### src/rtl/memmap_pkg.sv
package memmap_pkg;
  // Region index doubles as priority rank: lower index wins.
  typedef enum logic [1:0] {
    RG_ROM  = 2'd0,
    RG_IO   = 2'd1,
    RG_NV   = 2'd2,
    RG_SRAM = 2'd3
  } region_e;

  localparam int NUM_REGIONS = 4;
endpackage

### src/rtl/mm_region_decode.sv
module mm_region_decode
  import memmap_pkg::*;
#(
  parameter int ADDR_W      = 16,
  parameter int SRAM_SPAN_W = 10
) (
  input  logic [ADDR_W-1:0]      addr,
  input  logic                   qual,
  input  logic                   nv_lock,
  output logic [NUM_REGIONS-1:0] grant
);
  localparam int B15 = ADDR_W - 1;
  localparam int B14 = ADDR_W - 2;
  localparam int B13 = ADDR_W - 3;
  localparam int B12 = ADDR_W - 4;
  localparam int B11 = ADDR_W - 5;

  logic [NUM_REGIONS-1:0] hit;
  logic [NUM_REGIONS-1:0] taken;

  always_comb begin
    hit          = '0;
    hit[RG_ROM]  = qual & addr[B15] & addr[B13] & addr[B12];
    hit[RG_IO]   = qual & addr[B15] & addr[B14] & addr[B11];
    hit[RG_NV]   = qual & addr[B15] & ~addr[B14] & addr[B12] & ~nv_lock;
    hit[RG_SRAM] = qual & (addr[B15:SRAM_SPAN_W] == '0);
  end

  // Fixed-priority resolve, one stage per region.
  for (genvar i = 0; i < NUM_REGIONS; i++) begin : g_prio
    if (i == 0) begin : g_first
      assign grant[i] = hit[i];
      assign taken[i] = hit[i];
    end else begin : g_rest
      assign grant[i] = hit[i] & ~taken[i-1];
      assign taken[i] = taken[i-1] | hit[i];
    end
  end
endmodule

### src/rtl/mm_lockout.sv
module mm_lockout #(
  parameter int LOCK_CYCLES = 1024
) (
  input  logic clk,
  input  logic rst,
  input  logic supply_low,
  output logic locked
);
  localparam int CNT_W = $clog2(LOCK_CYCLES + 1);
  localparam logic [CNT_W-1:0] LOAD = CNT_W'(LOCK_CYCLES);

  logic [CNT_W-1:0] remain;

  always_ff @(posedge clk) begin
    if (rst) begin
      remain <= '0;
    end else if (supply_low) begin
      remain <= LOAD;
    end else if (remain != '0) begin
      remain <= remain - 1'b1;
    end
  end

  assign locked = supply_low | (remain != '0);

  assert_cnt_bound_R9: assert property (@(posedge clk) disable iff (rst)
    remain <= LOAD);

  assert_restart_R10: assert property (@(posedge clk) disable iff (rst)
    supply_low |=> (remain == LOAD));
endmodule

### src/rtl/mm_write_gate.sv
module mm_write_gate
  import memmap_pkg::*;
(
  input  logic [NUM_REGIONS-1:0] grant,
  input  logic                   rw,
  input  logic                   wr_timing,
  input  logic                   cal_mode,
  input  logic [1:0]             zero_bits,
  output logic                   strobe
);
  logic nv_ok;
  logic target_ok;

  always_comb begin
    nv_ok     = cal_mode | (&zero_bits);
    target_ok = grant[RG_SRAM] | grant[RG_IO] | (grant[RG_NV] & nv_ok);
    strobe    = ~rw & wr_timing & target_ok;
  end
endmodule

### src/rtl/memmap_decode.sv
module memmap_decode
  import memmap_pkg::*;
#(
  parameter int ADDR_W      = 16,
  parameter int SRAM_SPAN_W = 10,
  parameter int ZERO_HI     = 7,
  parameter int LOCK_CYCLES = 1024
) (
  input  logic              clk,
  input  logic              rst,
  input  logic [ADDR_W-1:0] addr,
  input  logic              vma,
  input  logic              phi2,
  input  logic              rw,
  input  logic              wr_timing,
  input  logic              cal_mode,
  input  logic              supply_low,
  output logic              rom_cs,
  output logic              io_cs,
  output logic              nvram_cs,
  output logic              sram_cs,
  output logic              wr_stb
);
  localparam int ZERO_LO = ZERO_HI - 1;

  logic                   qual;
  logic                   nv_lock;
  logic [NUM_REGIONS-1:0] grant;
  logic                   strobe_d;
  logic [NUM_REGIONS-1:0] sel_q;
  logic                   wr_q;

  assign qual = vma & phi2;

  mm_lockout #(.LOCK_CYCLES(LOCK_CYCLES)) u_lock (
    .clk        (clk),
    .rst        (rst),
    .supply_low (supply_low),
    .locked     (nv_lock)
  );

  mm_region_decode #(.ADDR_W(ADDR_W), .SRAM_SPAN_W(SRAM_SPAN_W)) u_dec (
    .addr    (addr),
    .qual    (qual),
    .nv_lock (nv_lock),
    .grant   (grant)
  );

  mm_write_gate u_wg (
    .grant     (grant),
    .rw        (rw),
    .wr_timing (wr_timing),
    .cal_mode  (cal_mode),
    .zero_bits (addr[ZERO_HI:ZERO_LO]),
    .strobe    (strobe_d)
  );

  always_ff @(posedge clk) begin
    if (rst) begin
      sel_q <= '0;
      wr_q  <= 1'b0;
    end else begin
      sel_q <= grant;
      wr_q  <= strobe_d;
    end
  end

  assign rom_cs   = sel_q[RG_ROM];
  assign io_cs    = sel_q[RG_IO];
  assign nvram_cs = sel_q[RG_NV];
  assign sram_cs  = sel_q[RG_SRAM];
  assign wr_stb   = wr_q;

  assert_one_select_R5: assert property (@(posedge clk) disable iff (rst)
    $onehot0({rom_cs, io_cs, nvram_cs, sram_cs}));

  assert_qualified_R6: assert property (@(posedge clk) disable iff (rst)
    (rom_cs || io_cs || nvram_cs || sram_cs || wr_stb) |-> $past(vma && phi2));

  assert_no_rom_write_R7: assert property (@(posedge clk) disable iff (rst)
    wr_stb |-> (!rom_cs && (io_cs || nvram_cs || sram_cs)));

  assert_nv_permit_R8: assert property (@(posedge clk) disable iff (rst)
    (nvram_cs && wr_stb) |-> $past(cal_mode || (addr[ZERO_HI] && addr[ZERO_LO])));

  assert_lock_blocks_R9: assert property (@(posedge clk) disable iff (rst)
    $past(supply_low) |-> !nvram_cs);

  assert_reset_clear_R11: assert property (@(posedge clk)
    rst |=> (!rom_cs && !io_cs && !nvram_cs && !sram_cs && !wr_stb));
endmodule

### config.mk
export PLATFORM = sky130hd
export DESIGN_NAME = memmap_decode
export DESIGN_NICKNAME = d
export VERILOG_FILES = /design/src/rtl/memmap_pkg.sv /design/src/rtl/mm_region_decode.sv /design/src/rtl/mm_lockout.sv /design/src/rtl/mm_write_gate.sv /design/src/rtl/memmap_decode.sv
export SDC_FILE = /design/constraint.sdc
export NUM_CORES = 1
export LEC_CHECK = 0
export BUFFER_PORTS_ARGS = -buffer_cell sky130_fd_sc_hd__clkbuf_2
export CORE_ASPECT_RATIO = 0.8
export CORE_MARGIN = 3
export CORE_UTILIZATION = 42
export CTS_BUF_LIST = sky130_fd_sc_hd__clkbuf_16
export CTS_CLUSTER_SIZE = 24
export DETAILED_ROUTE_END_ITERATION = 10
export PLACE_DENSITY = 0.73
export SYNTH_ARGS = -nofsm -noshare
export SYNTH_HDL_FRONTEND = slang
export SYNTH_SLANG_ARGS = --single-unit
### constraint.sdc
create_clock -name clk -period 1.65 [get_ports clk]
set_clock_uncertainty 0.1 [all_clocks]
set_input_delay 0.165 -clock clk [delete_from_list [all_inputs] [get_ports clk]]
set_output_delay 0.165 -clock clk [all_outputs]
set_load 0.02 [all_outputs]
==> impl_metrics.toml <==
[sta]
layout_setup_ws_ns = 0.0901
slew_headroom = 0.742
drv_slew = 0
rsz0062_at_grt = "no"
setup_viol_count_final = 0
post-route-min-period_ns = 1.56
fin_setup_tns_ns = 0
max_freq_mhz = 641
hold_viol_final = 0
period_share = 0.945
tightest_slew_ns = 0.385

[logic_synthesis]
avgSynthCellArea_um2 = 8.65
ys_seq_area_frac = 0.412
syn-cell-area_um2 = 778
synth_seq_cells = 16
synth_nets = 116
synth_cells = 90
ys.warnings.count = 0
async_reset_ff_frac = 0
synth_ff_type = "dfxtp_1"
synth_edf_count = 0
yosysUniqueCellTypes = 31

[routing]
wl_per_cell_um = 13.6
drt-pass1-iter-count = 4
vias_per_cell = 5.40
vias = 761
drt_iter0_drc = 17
ant_nets = 0
routed_wl_mm = 1.92
drc_errors = 0

[critical_path]
crit_start = "u_lock.remain[0]"
path_max_fanout = 4
cp-end-kind = "flip-flop"
critPathKind = "reg2reg"
timing.rr.start = "u_lock.remain[0]"
cp_data_required_time_ns = 1.73
start_kind = "flip-flop"
crit_arrival_ns = 1.63

[finish]
antennaDiodeCount = 0
layout-drive-gt1-share = 0.336
area_growth_pct = 35.0
fin_nets = 146

[job]
cap_violations = 0

[placement]
gp_routability_congestion = 0.802
hpwl_mm = 1.47
dp_slack_ns = 0.0182
port_buffers = 20

[clock_network]
cts_buffer_depth = 2
clock-root-buffer = "clkbuf_16"
path_clk_slew_ns = 0.05
htree_levels = 1
worstSkewPairLatency_ns = 0.25
numCtsBuffers = 3
clock_sinks = 16
postCtsSetupBuffers = 0
cts_hold_buffers = 0
cts_tree = "built"

[global_routing]
grt_overflow = 0
antenna_found_initial = 0
grt_max_degree = 11
grt_pass1_wl_mm = 3.08
track_usage = 0.185
grt_pass1_vias = 694

[die]
core_area_mm2 = 0.00169
dieArea_mm2 = 0.00241
chipWidth_um = 54.1
start_util = 0.460
io_pins = 29
row_count = 13
die_h_um = 44.5

[pwr]
p_leak_uw = 0.000477
vdd_ir_drop_max_uv = 1730
power_density_mw_per_mm2 = 2320

[status]
status = "completed"

[worst_hold_path]
hp-start = "rst"
hp-class = "in2reg"
## cells in the mapped netlist (all sizes together), types with 3 or more instances
cell   number  area, um^2
inv         3        11.3
nor2       15        56.3
or3         3        18.8
nor3        3        15.0
dfxtp      16         320
nand3       5        30.0
nand2       9        33.8
nand4       3        18.8
nor4        5        67.6
a21oi       6        30.0
a31o        3        26.3
## layout by cell type, fill, tap and decap left out, drive strengths merged, types with 2 or more instances in the layout
master	netlist	layout
a21oi	6	6
a31o	3	3
buf	0	6
clkbuf	1	23
dfxtp	16	16
ha	2	2
inv	3	3
nand2	9	9
nand3	5	5
nand3b	2	2
nand4	3	3
nor2	15	15
nor3	3	3
nor4	5	5
or3	3	3
## per-layer routing
layer | up-vias | global-route usage | routed length, um
li1 | 388 | - | -
met1 | 354 | 0.228 | 832
met2 | 15 | 0.274 | 943
met3 | 4 | 0.0774 | 104
met4 | 0 | 0.0945 | 37
met5 | - | 0 | 0
## registers in the layout, indices dropped and copies added (netlist names)
register / cells
u_lock.remain: 11
sel_q: 4
wr_stb: 1
## repair_timing
action	4_1_cts	5_1_grt
gates resized for setup	3	3
pin swaps	0	3
setup endpoints to repair	2	3
## critical path: stages (launching register included)
cell and delay, ns:
dfxtp_2 0.32, inv_1 0.06, ha_1 0.21, nor2b_4 0.15, and3_4 0.17, or3_1 0.36
a21oi_2 0.12
## area by class of cell
type / instances / area, um^2
inverters: 3 / 11.3
clock buffers: 3 / 75.1
flip-flops and latches: 16 / 322
fillers: 148 / 641
well taps: 22 / 27.5
multi-input cells: 70 / 467
repair buffers: 26 / 145
clock inverters: 1 / 3.75
## where the power goes
part | internal, uW | switching [uW] | total [uW] | leakage, uW
clock network | 321 | 151 | 472 | 0.0000385
registers | 510 | 166 | 675 | 0.000131
logic | 635 | 652 | 1290 | 0.000307
total | 1470 | 969 | 2430 | 0.000477
## stage by stage
step	util	hold WS [ns]	cell area, um^2	instances	power (uW)
2_1_floorplan	-	0.134	778	90	1500
3_3_place_gp	0.560	0.293	947	137	1840
3_5_place_dp	0.560	0.302	947	137	1870
4_1_cts	0.612	0.0379	1040	141	2410
5_1_grt	0.621	0.0628	1050	141	2640
6_report	0.621	0.0375	1050	141	2430
## cell families (layout without fill, tap and decap cells)
kind of cell    Yosys count  count (layout)  synth area share
compound gates           14              14             0.122
buf+inv                   4              33            0.0193
xor+xnor                  2               2            0.0225
simple gates             52              52             0.392
flops                    16              16             0.412
fa+ha+maj                 2               2            0.0321
## worst paths after layout
path / end / slack (ns) / depth (start not counted)
worst max-delay path: u_lock.remain[4] / 0.09 / 6
worst min-delay path: u_lock.remain[10] / 0.04 / 2
worst max register to register: u_lock.remain[4] / 0.09 / 6
worst min register to register: u_lock.remain[10] / 0.42 / 2
No activity file was read; power rests on OpenSTA's default activity.
